`config.mk`:
```
export PLATFORM = sky130hd
export DESIGN_NAME = flag_scan_ctrl
export DESIGN_NICKNAME = d
export VERILOG_FILES = /design/src/rtl/flag_scan_pkg.sv /design/src/rtl/fsc_cfg_latch.sv /design/src/rtl/fsc_poll_seq.sv /design/src/rtl/fsc_direct_sel.sv /design/src/rtl/fsc_lane_mux.sv /design/src/rtl/flag_scan_ctrl.sv
export SDC_FILE = /design/constraint.sdc
export NUM_CORES = 1
export LEC_CHECK = 0
export ABC_AREA = 1
export BUFFER_PORTS_ARGS = -buffer_cell sky130_fd_sc_hd__buf_4
export CORE_MARGIN = 2
export CORE_UTILIZATION = 39
export CTS_CLUSTER_DIAMETER = 50
export DETAILED_ROUTE_END_ITERATION = 6
export MAX_ROUTING_LAYER = met4
export PLACE_DENSITY = 0.95
export SYNTH_ARGS = -nofsm -noshare
export SYNTH_HDL_FRONTEND = slang
export SYNTH_SLANG_ARGS = --single-unit
```
`constraint.sdc`:
```
create_clock -name clk -period 3.63 [get_ports clk]
set_input_delay 0.726 -clock clk [delete_from_list [all_inputs] [get_ports clk]]
set_output_delay 0.726 -clock clk [all_outputs]
set_load 0.05 [all_outputs]
```
`src/rtl/flag_scan_pkg.sv`:
```
package flag_scan_pkg;

  typedef enum logic {
    STYLE_DIRECT = 1'b0,
    STYLE_POLLED = 1'b1
  } scan_style_e;

  // Next quadrant in the rotation, wrapping at the quadrant count.
  function automatic int unsigned quad_step(input int unsigned cur, input int unsigned count);
    return (cur + 1 >= count) ? 0 : cur + 1;
  endfunction

  // Lowest flag index carried by a quadrant of the given lane width.
  function automatic int unsigned quad_base(input int unsigned quad, input int unsigned lane_w);
    return quad * lane_w;
  endfunction

endpackage

```
`src/rtl/fsc_cfg_latch.sv`:
```
module fsc_cfg_latch
  import flag_scan_pkg::*;
(
  input  logic        clk,
  input  logic        rst_n,
  input  logic        style_pin_i,
  input  logic        master_pin_i,
  output scan_style_e style_o,
  output logic        master_o,
  output logic        run_o
);

  // Pins are followed only while reset is held; frozen afterwards.
  always_ff @(posedge clk) begin
    if (!rst_n) begin
      style_o  <= scan_style_e'(style_pin_i);
      master_o <= master_pin_i;
      run_o    <= 1'b0;
    end else begin
      run_o    <= 1'b1;
    end
  end

endmodule

```
`src/rtl/fsc_poll_seq.sv`:
```
module fsc_poll_seq
  import flag_scan_pkg::*;
#(
  parameter int QUADS = 4,
  localparam int QW = (QUADS > 1) ? $clog2(QUADS) : 1
) (
  input  logic          clk,
  input  logic          rst_n,
  input  logic          enable_i,
  input  logic          master_i,
  input  logic          token_in_i,
  output logic          active_o,
  output logic [QW-1:0] quad_o,
  output logic          first_o,
  output logic          last_o
);

  logic kick_q;
  logic start_w;

  assign start_w = token_in_i || (kick_q && master_i);
  assign first_o = active_o && (quad_o == '0);
  assign last_o  = active_o && (quad_o == QW'(QUADS - 1));

  always_ff @(posedge clk) begin
    if (!rst_n) begin
      active_o <= 1'b0;
      quad_o   <= '0;
      kick_q   <= 1'b1;
    end else if (enable_i) begin
      kick_q <= 1'b0;
      if (start_w) begin
        active_o <= 1'b1;
        quad_o   <= '0;
      end else if (active_o && !last_o) begin
        quad_o <= QW'(quad_step(int'(quad_o), QUADS));
      end else begin
        active_o <= 1'b0;
        quad_o   <= '0;
      end
    end
  end

endmodule

```
`src/rtl/fsc_direct_sel.sv`:
```
module fsc_direct_sel #(
  parameter int ADDR_W = 8,
  parameter int QUADS  = 4,
  localparam int QW = (QUADS > 1) ? $clog2(QUADS) : 1
) (
  input  logic              clk,
  input  logic              rst_n,
  input  logic              enable_i,
  input  logic              strobe_i,
  input  logic              prog_done_i,
  input  logic [ADDR_W-1:0] addr_i,
  output logic              accept_o,
  output logic [QW-1:0]     quad_o
);

  assign accept_o = enable_i && strobe_i && prog_done_i;

  always_ff @(posedge clk) begin
    if (!rst_n) begin
      quad_o <= '0;
    end else if (accept_o) begin
      quad_o <= addr_i[QW-1:0];
    end
  end

endmodule

```
`src/rtl/fsc_lane_mux.sv`:
```
module fsc_lane_mux
  import flag_scan_pkg::*;
#(
  parameter int NUM_Q = 128,
  parameter int QUADS = 4,
  localparam int LANE_W = NUM_Q / QUADS,
  localparam int QW = (QUADS > 1) ? $clog2(QUADS) : 1
) (
  input  logic [NUM_Q-1:0]  flags_i,
  input  logic [QW-1:0]     sel_i,
  input  logic              en_i,
  output logic [LANE_W-1:0] bus_o
);

  logic [LANE_W-1:0] lane_w [QUADS];

  for (genvar g = 0; g < QUADS; g++) begin : g_lane
    assign lane_w[g] = flags_i[quad_base(g, LANE_W) +: LANE_W];
  end

  always_comb begin
    bus_o = '0;
    if (en_i) begin
      for (int k = 0; k < QUADS; k++) begin
        if (sel_i == QW'(k)) bus_o = lane_w[k];
      end
    end
  end

endmodule

```
`src/rtl/flag_scan_ctrl.sv`:
```
module flag_scan_ctrl
  import flag_scan_pkg::*;
#(
  parameter int NUM_Q  = 128,
  parameter int QUADS  = 4,
  parameter int ADDR_W = 8,
  localparam int LANE_W = NUM_Q / QUADS,
  localparam int QW = (QUADS > 1) ? $clog2(QUADS) : 1
) (
  input  logic              clk,
  input  logic              rst_n,
  input  logic              style_pin_i,
  input  logic              master_pin_i,
  input  logic              strobe_i,
  input  logic [ADDR_W-1:0] wr_addr_i,
  input  logic              prog_done_i,
  input  logic              token_in_i,
  input  logic [NUM_Q-1:0]  flags_i,
  output logic [LANE_W-1:0] flag_bus_o,
  output logic              bus_en_o,
  output logic              sync_o,
  output logic              token_out_o
);

  scan_style_e       style_q;
  logic              master_q;
  logic              run_q;
  logic              polled_w;
  logic              poll_active_w;
  logic [QW-1:0]     poll_quad_w;
  logic              poll_first_w;
  logic              poll_last_w;
  logic              dir_accept_w;
  logic [QW-1:0]     dir_quad_w;
  logic [QW-1:0]     cur_quad_w;

  fsc_cfg_latch u_cfg (
    .clk          (clk),
    .rst_n        (rst_n),
    .style_pin_i  (style_pin_i),
    .master_pin_i (master_pin_i),
    .style_o      (style_q),
    .master_o     (master_q),
    .run_o        (run_q)
  );

  assign polled_w = (style_q == STYLE_POLLED);

  fsc_poll_seq #(.QUADS(QUADS)) u_seq (
    .clk        (clk),
    .rst_n      (rst_n),
    .enable_i   (polled_w),
    .master_i   (master_q),
    .token_in_i (token_in_i),
    .active_o   (poll_active_w),
    .quad_o     (poll_quad_w),
    .first_o    (poll_first_w),
    .last_o     (poll_last_w)
  );

  fsc_direct_sel #(.ADDR_W(ADDR_W), .QUADS(QUADS)) u_dir (
    .clk         (clk),
    .rst_n       (rst_n),
    .enable_i    (!polled_w),
    .strobe_i    (strobe_i),
    .prog_done_i (prog_done_i),
    .addr_i      (wr_addr_i),
    .accept_o    (dir_accept_w),
    .quad_o      (dir_quad_w)
  );

  assign cur_quad_w  = polled_w ? poll_quad_w : dir_quad_w;
  assign bus_en_o    = rst_n && (polled_w ? poll_active_w : (run_q && master_q));
  assign sync_o      = rst_n && polled_w && poll_first_w;
  assign token_out_o = rst_n && polled_w && poll_last_w;

  fsc_lane_mux #(.NUM_Q(NUM_Q), .QUADS(QUADS)) u_mux (
    .flags_i (flags_i),
    .sel_i   (cur_quad_w),
    .en_i    (bus_en_o),
    .bus_o   (flag_bus_o)
  );

endmodule

```
==> impl_results.md <==
- Sequential fraction of the synthesis area: about an eighth
- Syn Inst Count: 324
- Critical path data arrival time: ~2.4 ns
- Setup WS pre-CTS: just under 0.8 ns
- Post-synthesis cell area: about 1700 um2
- Syn Area/Cell: 5.21 um2
- Root Buffer: clkbuf_8
- Initial DRC Count: around 240
- Vias post-DR: 2631
- PwrDens: roughly 200 nW/um2
- Largest area contributor in the netlist: nand2_1
- Fraction of layout cells with a size suffix above 1: 40.3%
- Comb power frac: ~61%
- Worst hold endpoint: u_seq.kick_q
- NetSw: between 200 and 250 uW
- Die W: approximately 70 um
- Area delta synth->final: 77.4%
- Total negative setup slack: 0 ns
- Relative slew slack: a little under three fifths
- Count of clock tree sinks: 9
- All-Layer GR Usage: 27.9%
- Final setup vio count: 0
- MaxCap Viol Count: 0
- Longest Clk Path Bufs: 2
- Die area: about 4900 um2
- Clock Skew: approximately 0.0044 ns
- TritonRoute pass-1 iters: 5
- Hold Crit Depth: 2
- Final hold viol count: 0
- Pin count of the biggest net entering global routing: 28
- Top-area cell type share of the netlist area: a little under a fifth
- Later-pin clock latency in the skew report: about 0.24 ns
- Final worst path period share: 85.7%
- Reg2reg start: u_cfg.style_o
- Hold WC Path Type: register to register
- Status: complete, no violations
- Final Wtd Congestion: a little under 0.9
- Filler Cell Count: 364
- IO Pins: 178
- Hold slack: about 0.45 ns
- Tmin final: roughly 3.1 ns
- Min-delay src: u_seq.kick_q
- Setup ws final: approximately 0.52 ns
- Core area: approximately 4000 um2
- Maximum vdd drop: approximately 0.23 mV
- Clock Pin Slew Worst Setup and Hold Paths: approximately 0.040 ns
- Post-CTS Setup Inserts: 0
- Rows: 23
- Fmax: approximately 320 MHz
- PortBufs: roughly 170
- Leak: 1.77 nW
- DRC viols: 0
- Vias in the first global route: about 2500
- Detail Route Antenna Nets: 0
- Final wirelength: between 6000 and 7000 um
- TritonCTS clock tree: yes
- Crit Path Class: register to output pin
- Sw Share: about two fifths
- Starting Density: 41.3%
- Synthesized flop and latch total: 9
- Layout net count: between 600 and 700
- FF/Latch Area: between 200 and 250 um2
- Reg-to-Reg End: u_dir.quad_o[1]
- Crit end category: output pin
- CP startpoint kind: register
- CTS Buf Count: 3
- Worst reg-to-reg path cell count: 4
- R2r setup slk: around 2.5 ns
- GR Overflow Total: 0
- Routed len/inst: between 10 and 15 um
- Total chip power: around 600 uW
- # H-tree levels: 1
- Fraction of power consumed by sequential logic: about a fifth
- First-pass GRT wire length: 11100 um
- Syn_nets: 469
- Gates resized, CTS repair: 0
- RSZ-0062 raised after global routing: no
- Area contributors post-synth: nand2_1, nand3_1, inv_1, o21ai_0, dfxtp_1
- CP required: roughly 2.9 ns
- YS warnings: 0
- Worst-margin pin slew: around 0.65 ns
- Peak fanout along the critical path: 27
- Antenna cells: 0
- Die Y: 69.8 um
- Clock share of power: between 10% and 20%
- P_int: between 300 and 400 uW
- Post-detail-place hpwl: about 5400 um
- Initial antenna violation count: 0
- Slew Limit Fails: 0
- Synth cell types: 24
- Vias per inst: ~5
- Multi-input logic area: 1140 um2
- Cts-stage hold buffer count: 0
[worst max path at each step]
stage,slack [ns],end,start,depth (start not counted)
2_1_floorplan,0.85,flag_bus_o[16],rst_n,5
3_3_place_gp,0.80,flag_bus_o[14],u_cfg.style_o,9
3_5_place_dp,0.79,flag_bus_o[14],u_cfg.style_o,9
4_1_cts,0.53,flag_bus_o[14],u_cfg.style_o,9
5_1_grt,0.34,flag_bus_o[25],u_cfg.style_o,9
6_report,0.52,flag_bus_o[14],u_cfg.style_o,9
[routing by layer]
layer / routed length [um] / share of wire, % / vias to the layer above / track usage (%)
met5: 0 / 0 / - / -
met4: 125 / 1.8 / 0 / 8.55
met3: 605 / 8.7 / 17 / 3.63
met2: 3600 / 52 / 141 / 48.6
met1: 2650 / 38 / 1134 / 33.2
li1: - / - / 1339 / -
[cells in the final DEF, fill, tap and decap left out]
cell      netlist  final
dfxtp_1         7      7
or2_0          14     14
nand4_1         2      2
inv_4           1      1
nor2_4          1      1
edfxtp_1        2      2
nand2_2         4      4
or2_2           6      6
o21ai_0        39     39
nor2_1          2      2
ha_1            2      2
o21ai_1         4      4
buf_4           0    175
a21oi_1        24     24
nand2_4         2      2
or2_1           1      1
inv_1          59     59
inv_2           2      2
nand2_1        81     81
clkbuf_1        5      1
nor2_2          1      1
nand3_1        50     50
o32ai_1         1      1
clkbuf_8        0      3
[power by group through the flow]
stage	clock, mW	combinational [mW]	sequential (mW)
after floorplan	0	0.201	0.114
after global placement	0	0.355	0.117
after detailed placement	0	0.362	0.117
after CTS	0.119	0.363	0.115
after global routing	0.123	0.395	0.116
final	0.119	0.364	0.116
[cell usage after synthesis (all sizes together)]
cell type / n
ha: 2
nor2: 4
buf: 14
or2: 21
nand4: 2
nand3: 50
edfxtp: 2
a21oi: 24
o32ai: 1
o21ai: 43
dfxtp: 7
inv: 62
clkbuf: 5
nand2: 87
[stage by stage]
stage | std cells | area (um2) | util, %
6_report | 534 | 3000 | 73.3
5_1_grt | 534 | 3000 | 73.3
4_1_cts | 534 | 3000 | 73.3
3_5_place_dp | 530 | 2950 | 72.2
3_3_place_gp | 530 | 2950 | 72.2
2_1_floorplan | 324 | 1690 | -
[cell families (layout without fill, tap and decap cells)]
group / count (synthesis) / in the layout / share of synthesized area [%]
buffers and inverters: 81 / 241 / 20.7
AND/OR/NAND/NOR: 164 / 164 / 45.6
adder cells (fa/ha/maj): 2 / 2 / 1.48
flip-flops: 9 / 9 / 11.9
AO/OA/AOI/OAI: 68 / 68 / 20.4
[state kept, by name, summed over array words and instances (netlist names)]
register and flops:
u_cfg.master_o 1, u_seq.kick_q 1, u_seq.quad_o 2, u_cfg.style_o 1, u_seq.active_o 1, u_cfg.run_o 1, u_dir.quad_o 2
[worst max-delay path, stage by stage, from the launching register on]
cell	delay, ns
edfxtp_1	0.53
inv_4	0.15
nand2_2	0.07
nand2_4	0.22
nand2_2	0.31
buf_4	0.32
or2_0	0.23
nand3_1	0.08
inv_1	0.04
buf_4	0.18
[final cells by class]
| cell class | instances | share of cell area (%) |
|---|---|---|
| Multi-Input combinational cell | 234 | 38.0 |
| Inverter | 62 | 7.85 |
| Sequential cell | 9 | 6.68 |
| Tap cell | 50 | 2.09 |
| Timing Repair Buffer | 175 | 43.8 |
| Clock buffer | 4 | 1.50 |
Note: power is estimated with default switching activity, not from simulation.
